## config.mk

```make
export PLATFORM = sky130hd
export DESIGN_NAME = snoop_resp_ctrl
export DESIGN_NICKNAME = d
export VERILOG_FILES = /design/src/rtl/snp_pkg.sv /design/src/rtl/snp_window.sv /design/src/rtl/snp_fsm.sv /design/src/rtl/snoop_resp_ctrl.sv
export SDC_FILE = /design/constraint.sdc
export NUM_CORES = 1
export LEC_CHECK = 0
export ABC_AREA = 1
export BUFFER_PORTS_ARGS = -buffer_cell sky130_fd_sc_hd__clkbuf_2
export CELL_PAD_IN_SITES_DETAIL_PLACEMENT = 1
export CELL_PAD_IN_SITES_GLOBAL_PLACEMENT = 1
export CORE_MARGIN = 1
export CORE_UTILIZATION = 38
export CTS_BUF_LIST = sky130_fd_sc_hd__clkbuf_4 sky130_fd_sc_hd__clkbuf_8
export CTS_CLUSTER_SIZE = 30
export DETAILED_ROUTE_END_ITERATION = 7
export GPL_TIMING_DRIVEN = 0
export HOLD_SLACK_MARGIN = 0.15
export PLACE_DENSITY = 0.92
export SYNTH_ARGS = -nofsm -noshare
export SYNTH_HDL_FRONTEND = slang
export SYNTH_SLANG_ARGS = --single-unit
export TNS_END_PERCENT = 1
```

## constraint.sdc

```tcl
create_clock -name clk -period 1.9 [get_ports clk]
set_input_delay 0.095 -clock clk [delete_from_list [all_inputs] [get_ports clk]]
set_output_delay 0.095 -clock clk [all_outputs]
set_load 0.02 [all_outputs]
```

## src/rtl/snp_pkg.sv

```systemverilog
package snp_pkg;
   typedef enum logic [2:0] {
      OP_NONE      = 3'd0,
      OP_INVAL     = 3'd1,
      OP_REFRESH   = 3'd2,
      OP_PUSH_KEEP = 3'd3,
      OP_PUSH_DROP = 3'd4
   } line_op_e;

   typedef enum logic [2:0] {
      ST_IDLE,
      ST_LOOK,
      ST_HOLD,
      ST_REQ,
      ST_YIELD
   } snp_st_e;

   localparam int unsigned N_WIN = 2;
   localparam int unsigned WIN_SNOOP = 0;
   localparam int unsigned WIN_BUSY  = 1;
endpackage

```

## src/rtl/snp_window.sv

```systemverilog
// Holds a response flag from a start pulse until one cycle past the address acknowledge.
module snp_window (
   input  logic clk,
   input  logic rst_n,
   input  logic start_i,
   input  logic aack_i,
   output logic active_o,
   output logic last_o
);
   logic act_q, fin_q;

   always_ff @(posedge clk) begin
      if (!rst_n) begin
         act_q <= 1'b0;
         fin_q <= 1'b0;
      end else if (start_i) begin
         act_q <= 1'b1;
         fin_q <= aack_i;
      end else if (fin_q) begin
         act_q <= 1'b0;
         fin_q <= 1'b0;
      end else if (act_q && aack_i) begin
         fin_q <= 1'b1;
      end
   end

   assign active_o = act_q;
   assign last_o   = fin_q;
endmodule

```

## src/rtl/snp_fsm.sv

```systemverilog
// Sequencer for one outstanding snoop: lookup, hold, push or yield, line command.
module snp_fsm
   import snp_pkg::*;
#(
   parameter int unsigned LA_W = 27
) (
   input  logic            clk,
   input  logic            rst_n,
   input  logic            ts_i,
   input  logic            ts_wr_i,
   input  logic [LA_W-1:0] ts_line_i,
   input  logic            hit_i,
   input  logic            dirty_i,
   input  logic            cpu_retry_i,
   input  logic            cpu_wb_i,
   input  logic            bg_i,
   input  logic            win_active_i,
   input  logic            win_last_i,
   output logic            busy_o,
   output logic            dirty_hit_o,
   output logic            breq_o,
   output logic            cmd_valid_o,
   output line_op_e        cmd_op_o,
   output logic [LA_W-1:0] cmd_line_o
);
   snp_st_e         st_q, st_n;
   line_op_e        op_n;
   logic            wr_q, yield_q;
   logic [LA_W-1:0] line_q;

   assign busy_o      = (st_q != ST_IDLE);
   assign dirty_hit_o = (st_q == ST_LOOK) && hit_i && dirty_i;
   assign breq_o      = ((st_q == ST_HOLD) && !yield_q) || (st_q == ST_REQ);

   always_comb begin
      st_n = st_q;
      op_n = OP_NONE;
      unique case (st_q)
         ST_IDLE:  if (ts_i) st_n = ST_LOOK;
         ST_LOOK: begin
            if (dirty_hit_o) st_n = ST_HOLD;
            else begin
               st_n = ST_IDLE;
               if (hit_i && wr_q) op_n = OP_INVAL;
            end
         end
         ST_HOLD:  if (win_last_i) st_n = (yield_q || cpu_retry_i) ? ST_YIELD : ST_REQ;
         ST_REQ: begin
            if (bg_i) begin
               st_n = ST_IDLE;
               op_n = wr_q ? OP_PUSH_DROP : OP_PUSH_KEEP;
            end
         end
         ST_YIELD: begin
            if (cpu_wb_i) begin
               st_n = ST_IDLE;
               op_n = wr_q ? OP_INVAL : OP_REFRESH;
            end
         end
         default:  st_n = ST_IDLE;
      endcase
   end

   always_ff @(posedge clk) begin
      if (!rst_n) begin
         st_q        <= ST_IDLE;
         wr_q        <= 1'b0;
         yield_q     <= 1'b0;
         line_q      <= '0;
         cmd_valid_o <= 1'b0;
         cmd_op_o    <= OP_NONE;
         cmd_line_o  <= '0;
      end else begin
         st_q <= st_n;
         if (st_q == ST_IDLE && ts_i) begin
            wr_q   <= ts_wr_i;
            line_q <= ts_line_i;
         end
         if (st_q == ST_LOOK) yield_q <= 1'b0;
         else if (st_q == ST_HOLD && win_active_i && cpu_retry_i) yield_q <= 1'b1;
         cmd_valid_o <= (op_n != OP_NONE);
         cmd_op_o    <= op_n;
         if (op_n != OP_NONE) cmd_line_o <= line_q;
      end
   end
endmodule

```

## src/rtl/snoop_resp_ctrl.sv

```systemverilog
module snoop_resp_ctrl
   import snp_pkg::*;
#(
   parameter int unsigned ADDR_W      = 32,
   parameter int unsigned LINE_OFS    = 5,
   parameter bit          TRACK_DIRTY = 1'b1
) (
   input  logic                       clk,
   input  logic                       rst_n,
   input  logic                       ts_i,
   input  logic                       ts_wr_i,
   input  logic [ADDR_W-1:0]          ts_addr_i,
   input  logic                       aack_i,
   output logic                       lk_req_o,
   output logic [ADDR_W-LINE_OFS-1:0] lk_line_o,
   input  logic                       lk_hit_i,
   input  logic                       lk_dirty_i,
   input  logic                       cpu_retry_i,
   input  logic                       cpu_wb_i,
   input  logic                       bg_i,
   output logic                       snp_retry_o,
   output logic                       snp_castout_o,
   output logic                       breq_o,
   output logic                       cmd_valid_o,
   output logic [2:0]                 cmd_op_o,
   output logic [ADDR_W-LINE_OFS-1:0] cmd_line_o
);
   localparam int unsigned LA_W = ADDR_W - LINE_OFS;

   initial begin
      if (LINE_OFS >= ADDR_W) $fatal(1, "LINE_OFS must be below ADDR_W");
      if (LINE_OFS < 2)       $fatal(1, "LINE_OFS must cover at least one beat");
   end

   logic             busy, dirty_hit, dirty_eff;
   logic [N_WIN-1:0] win_start, win_act, win_last;
   line_op_e         op;

   generate
      if (TRACK_DIRTY) begin : g_dirty
         assign dirty_eff = lk_dirty_i;
      end else begin : g_wt_only
         logic unused_dirty;
         assign unused_dirty = lk_dirty_i;
         assign dirty_eff    = 1'b0;
      end
   endgenerate

   assign lk_req_o  = ts_i && !busy;
   assign lk_line_o = ts_addr_i[ADDR_W-1:LINE_OFS];

   assign win_start[WIN_SNOOP] = dirty_hit;
   assign win_start[WIN_BUSY]  = ts_i && busy && !win_act[WIN_BUSY];

   generate
      for (genvar w = 0; w < N_WIN; w++) begin : g_win
         snp_window i_win (
            .clk      (clk),
            .rst_n    (rst_n),
            .start_i  (win_start[w]),
            .aack_i   (aack_i),
            .active_o (win_act[w]),
            .last_o   (win_last[w])
         );
      end
   endgenerate

   snp_fsm #(.LA_W(LA_W)) i_fsm (
      .clk          (clk),
      .rst_n        (rst_n),
      .ts_i         (ts_i),
      .ts_wr_i      (ts_wr_i),
      .ts_line_i    (lk_line_o),
      .hit_i        (lk_hit_i),
      .dirty_i      (dirty_eff),
      .cpu_retry_i  (cpu_retry_i),
      .cpu_wb_i     (cpu_wb_i),
      .bg_i         (bg_i),
      .win_active_i (win_act[WIN_SNOOP]),
      .win_last_i   (win_last[WIN_SNOOP]),
      .busy_o       (busy),
      .dirty_hit_o  (dirty_hit),
      .breq_o       (breq_o),
      .cmd_valid_o  (cmd_valid_o),
      .cmd_op_o     (op),
      .cmd_line_o   (cmd_line_o)
   );

   assign cmd_op_o      = op;
   assign snp_retry_o   = |win_act;
   assign snp_castout_o = win_act[WIN_SNOOP];
endmodule

```

==> flow_metrics.tcl, run 1 <==
set metrics [dict create \
    status "finished, final reports clean" \
    yosysSeqAreaShare_pct 45.9 \
    hold_viol_final 0 \
    yosysTopAreaCellShare_pct 45.9 \
    cts_max_path_buffers 2 \
    finalCritPeriodShare_pct 91.6 \
    numCtsBuffers 9 \
    synth_compound_area_share_pct 11.7 \
    rows 31 \
    initial_core_util_pct 39.9 \
    finalSetupViolations 0 \
    post-dp-hpwl_um 6070 \
    end_kind "register" \
    first_global_vias 3305 \
    max_freq_mhz 574 \
    die_x_um 89.7 \
    synth_top_family_by_area "simple AND/OR/NAND/NOR gates" \
    clk_pin_slew_ns 0.08 \
    p_clk_share_pct 38.3 \
    ys_types 22 \
    final_cell_mix "clkbuf_2, nand2_1, dfxtp_1" \
    wl_per_cell_um 14.9 \
    num_io_pins 104 \
    leakagePower_nw 2.09 \
    die_h_um 89.7 \
    cts_tree "done" \
    grt_pass1_wl_um 15800 \
    synth-simple-area-share_pct 25.1 \
    firstDrtPassIters 4 \
    maxSlewHeadroom_pct 66.1 \
    drv_cap 0 \
    cts_root_buf "clkbuf_8" \
    peakVddDrop_mv 0.466 \
    r2r_slack_ns 0.16 \
    syn-num-nets 448 \
    cp.arrival_ns 2.04 \
    postRouteAntennaNets 0 \
    fillCellCount 952 \
    comb_power_share_pct 18.9 \
    crit_fanout 6 \
    synth_area_leader_cell "dfxtp_1" \
    areaGrowthSynthToFinish_pct 41.1 \
    required_ns 2.20 \
    drive_above_1_share_pct 29.2 \
    skew_ns 0.00786 \
    drt-total-wl_um 9730 \
    fin_crit_ns 1.74 \
    cts.repair_timing.setup_buffer_count 0 \
    critical_path_class "reg -> reg" \
    p_per_area_mw_per_mm2 885 \
    grt_max_degree 12 \
    tns_ns 0 \
    vias 3219 \
    finalInstanceArea_mm2 0.00413 \
    grt_usage_pct 24.9 \
    numClockSinks 67 \
    grt.overflow.total 0 \
    p_int_mw 2.60 \
    syn-cell-area_mm2 0.00292 \
    power.share.sequential_pct 42.8 \
    p_sw_share_pct 28.7 \
    synthMuxAreaShare_pct 0 \
    rsz0062_at_grt "no" \
    synth_adder_area_share_pct 0 \
    clk-insertion-delay-late_ns 0.35 \
    dieArea_mm2 0.00805 \
    postSynthCellCount 406 \
    drc 0 \
    port_buffers 98 \
    drtIter0Drc 105 \
    synth-seq-cells 67 \
    p_sw_mw 1.05 \
    synth_area_leaders "dfxtp_1, nand2_1, a21oi_1" \
    drv_slew 0 \
    final_nets 591 \
    antenna_found_initial 1 \
    yosysWarnings 0 \
    place_congestion 0.766 \
    worstMarginPinSlew_ns 0.508 \
    h-tree-depth 3 \
    layout_commonest_cell "clkbuf_2" \
    placed_area_mm2 0.00354 \
    worst_setup_path_start_kind "register" \
    viasPerCell 4.92 \
    coreArea_mm2 0.00733 \
    holdCritPathClass "in -> reg" \
    yosys.area_share.xor_xnor_pct 0 \
    avgSynthCellArea_um2 7.20 \
]
[repair_timing]
action,4_1_cts,5_1_grt
setup endpoints to repair,1,1
cloned,0,0
resized for setup,1,2
hold buffers,35,0
hold endpoints to repair,36,0
[power groups by stage]
stage / sequential, mW / combinational (mW) / clock (mW)
2_1_floorplan: 1.61 / 0.372 / 0
3_3_place_gp: 1.58 / 0.586 / 0
3_5_place_dp: 1.59 / 0.614 / 0
4_1_cts: 1.56 / 0.677 / 1.40
5_1_grt: 1.57 / 0.755 / 1.48
6_report: 1.56 / 0.689 / 1.40
[cell families after synthesis]
group,Yosys count
and+or+nand+nor,177
buffers and inverters,94
AOI/OAI and AO/OA,68
DFF,67
[path summary, 6_finish.rpt]
| kind | endpoint | depth (start not counted) | from |
|---|---|---|---|
| min | i_fsm.st_q[1] | 5 | lk_hit_i |
| max reg2reg | g_win[1].i_win.last_o | 6 | i_fsm.st_q[2] |
| min reg2reg | i_fsm.line_q[1] | 2 | i_fsm.line_q[1] |
| max | g_win[1].i_win.last_o | 6 | i_fsm.st_q[2] |
[Yosys cell counts, drive strengths merged]
library cell,count
nand4,1
and3,1
nor3,3
a21oi,62
a31oi,1
nand2,98
inv,44
or2,1
clkbuf,7
buf,42
clkinv,1
o21ai,5
nand3,33
nor2,39
dfxtp,67
and2,1
[area by class of cell]
type | instances | area (um2) | area share [%]
clock inverters | 4 | 72.6 | 1.76
flip-flops and latches | 67 | 1340 | 32.5
repair buffers | 133 | 841 | 20.4
clock buffers | 12 | 159 | 3.85
diodes | 1 | 2.50 | 0.0607
well taps | 99 | 124 | 3.00
plain buffers | 48 | 330 | 8.01
inverters | 45 | 171 | 4.16
multi-input cells | 245 | 1080 | 26.3
[flip-flops by register name, indices dropped and copies added, names as in the netlist]
name and count:
i_fsm.cmd_valid_o 1, i_fsm.yield_q 1, i_fsm.cmd_line_o 27, i_fsm.st_q 3, g_win.i_win.active_o 2, i_fsm.wr_q 1, g_win.i_win.last_o 2, i_fsm.cmd_op_o 3
i_fsm.line_q 27
[critical path: stages (launching register included)]
cell and delay [ns]:
dfxtp_1 0.44, inv_1 0.12, nand2_1 0.16, nand2_1 0.08, a21oi_1 0.18, and2_1 0.15, dlygate4sd3_1 0.55
[metal layers]
layer  wire [um]  global-route usage (%)  up-vias
li1            -                       -     1534
met1        3840                    25.3     1555
met2        5220                    47.8      104
met3         394                    5.50       26
met4         274                    11.6        0
met5           0                       0        -
[metrics by stage]
step | total power, mW | setup slack (ns) | std cells | util, % | hold slack [ns]
after floorplan | 1.99 | 0.595 | 406 | - | 0.222
after global placement | 2.17 | 0.388 | 603 | 48.3 | 0.327
after detailed placement | 2.20 | 0.297 | 603 | 48.3 | 0.328
after CTS | 3.63 | 0.0415 | 654 | 56.2 | 0.165
after global routing | 3.81 | 0.0314 | 654 | 56.3 | 0.248
final | 3.65 | 0.159 | 654 | 56.3 | 0.208
Power figures use the tool's default switching activity.
==> run 2: changes to the inputs <==
- ABC_AREA: 1 -> default
- CORE_UTILIZATION: 38 -> 41
- PLACE_DENSITY: 0.92 -> 0.93
- SYNTH_HIERARCHICAL: default -> 1
==> flow_metrics.tcl, run 2 <==
set metrics [dict create \
    p_sw_mw 0.963 \
    numCtsBuffers 9 \
    skew_ns 0.00502 \
    clk-insertion-delay-late_ns 0.34 \
    avgSynthCellArea_um2 9.07 \
    hold_path_depth 4 \
    fin_crit_ns 1.77 \
    clk_pin_slew_ns 0.07 \
    max_freq_mhz 565 \
    cts_root_buf "clkbuf_8" \
    grt.overflow.total 0 \
    dieArea_mm2 0.00763 \
    synth_area_leaders "dfxtp_1, nand2_1, mux2i_1" \
    layout_commonest_cell "nand2_1" \
    p_clk_share_pct 35.4 \
    first_global_vias 2942 \
    synth-seq-cells 67 \
    coreArea_mm2 0.00691 \
    holdCritPathClass "in -> reg" \
    synth_flop_cell "dfxtp_1" \
    die_x_um 87.3 \
    num_io_pins 104 \
    whs_ns 0.228 \
    drtIter0Drc 65 \
    drive_above_1_share_pct 33.5 \
    rsz0062_at_grt "no" \
    vias 2775 \
    die_h_um 87.3 \
    cts_resized 0 \
    leakagePower_nw 2.02 \
    p_per_area_mw_per_mm2 810 \
    wl_per_cell_um 14.6 \
    areaGrowthSynthToFinish_pct 38.6 \
    cts.repair_timing.setup_buffer_count 0 \
    ys_types 40 \
    n_antenna_cell 0 \
    finalSetupViolations 0 \
    end_kind "register" \
    drv_slew 0 \
    comb_power_share_pct 19.2 \
    antenna_found_initial 0 \
    final_nets 514 \
    yosysMostFrequentCell "nand2_1" \
    top_regs "i_fsm/cmd_line_o x27, i_fsm/line_q x27" \
    grt_max_degree 14 \
    worst_setup_path_start_kind "register" \
    rows 30 \
    finalInstanceArea_mm2 0.00414 \
    r2r_cells 5 \
    crit_fanout 10 \
    drt-total-wl_um 8350 \
    viasPerCell 4.84 \
    tns_ns 0 \
    ys_top_cells_by_count "nand2_1, dfxtp_1, buf_4, mux2i_1, a21boi_1" \
    ys_async_sr_fraction_pct 0 \
    yosysTopAreaCellShare_pct 44.9 \
    critical_path_class "reg -> reg" \
    p_sw_share_pct 28.8 \
    place_congestion 0.802 \
    fillCellCount 879 \
    h-tree-depth 3 \
    synth_edf_count 0 \
    syn-num-nets 371 \
    power.share.sequential_pct 45.4 \
    maxSlewHeadroom_pct 59.8 \
    cp.arrival_ns 2.00 \
    grt_pass1_wl_um 13500 \
    postSynthCellCount 329 \
    finalCritPeriodShare_pct 93.1 \
    synth_area_leader_cell "dfxtp_1" \
    cts_max_path_buffers 2 \
    ctsHoldBuffers 34 \
    port_buffers 98 \
    worstMarginPinSlew_ns 0.600 \
    initial_core_util_pct 43.2 \
    numClockSinks 67 \
    peakVddDrop_mv 0.546 \
    syn-cell-area_mm2 0.00299 \
    firstDrtPassIters 4 \
    yosysSeqAreaShare_pct 44.9 \
    postRouteAntennaNets 0 \
    grt_usage_pct 23.2 \
    cts_tree "done" \
    placed_area_mm2 0.00360 \
    drc 0 \
    final_cell_mix "nand2_1, clkbuf_2, dfxtp_1" \
    p_int_mw 2.39 \
    hold_viol_final 0 \
    required_ns 2.13 \
    status "finished, final reports clean" \
    post-dp-hpwl_um 5490 \
    drv_cap 0 \
    yosysWarnings 6 \
]
[run 2: changes by cell type in the layout (fill, tap and decap cells not counted), sizes merged, moves of 3 or more]
cell / before / now
a21boi: 0 / 30
nor2b: 0 / 4
nand2: 98 / 113
nor3: 3 / 0
inv: 44 / 5
buf: 41 / 38
mux2i: 0 / 30
a21oi: 62 / 1
nor2: 39 / 3
nand3: 33 / 1
[run 2: power groups by stage]
stage               Combinational, mW  Sequential (mW)  Clock (mW)
floorplan                       0.400             1.55           0
global placement                0.560             1.55           0
detailed placement              0.580             1.55           0
CTS                             0.641             1.52        1.22
global route                    0.701             1.53        1.29
finish                          0.643             1.52        1.19
[run 2: cell type report]
class | count | area [um2] | share of cell area, %
sequential | 67 | 1340 | 32.4
multi-input combinational | 211 | 1270 | 30.8
timing repair buffer | 132 | 831 | 20.1
buffer | 48 | 360 | 8.71
clock buffer | 9 | 124 | 2.99
tap | 96 | 120 | 2.90
clock inverter | 7 | 76.3 | 1.85
inverter | 3 | 11.3 | 0.272
[run 2: worst max-delay path: stages (launching register included)]
cell,delay [ns]
dfxtp_1,0.31
buf_4,0.17
and4bb_4,0.22
and2_1,0.19
o211a_1,0.23
dlygate4sd3_1,0.55
[run 2: stage by stage]
step / power, mW / setup slack (ns) / util, % / cells
after floorplan: 1.95 / 0.424 / - / 329
after global placement: 2.11 / 0.313 / 52.1 / 523
after detailed placement: 2.13 / 0.252 / 52.1 / 523
after CTS: 3.38 / 0.133 / 59.9 / 573
after global routing: 3.52 / 0.0643 / 59.9 / 573
final: 3.35 / 0.130 / 59.9 / 573
[run 2: cells by family (layout without fill, tap and decap cells)]
group,count (synthesis),in the layout,synth area share [%]
mux,31,31,10.4
compound gates,43,43,10.9
flops,67,67,44.9
simple gates,137,137,21.3
buf+inv,51,199,12.4
[run 2: per-layer routing]
layer	vias up	global-route usage, %	share of wire [%]
met5	-	0	0
met2	69	45.2	55
met3	7	5.59	3.4
met4	0	6.11	0.89
met1	1358	24.7	41
li1	1341	-	-
[run 2: final timing paths]
| path | start | endpoint | slack, ns |
|---|---|---|---|
| max reg2reg | i_fsm/st_q[1] | g_win[0].i_win/last_o | 0.13 |
| max | i_fsm/st_q[1] | g_win[0].i_win/last_o | 0.13 |
| min reg2reg | i_fsm/line_q[11] | i_fsm/line_q[11] | 0.46 |
| min | bg_i | i_fsm/cmd_op_o[1] | 0.23 |
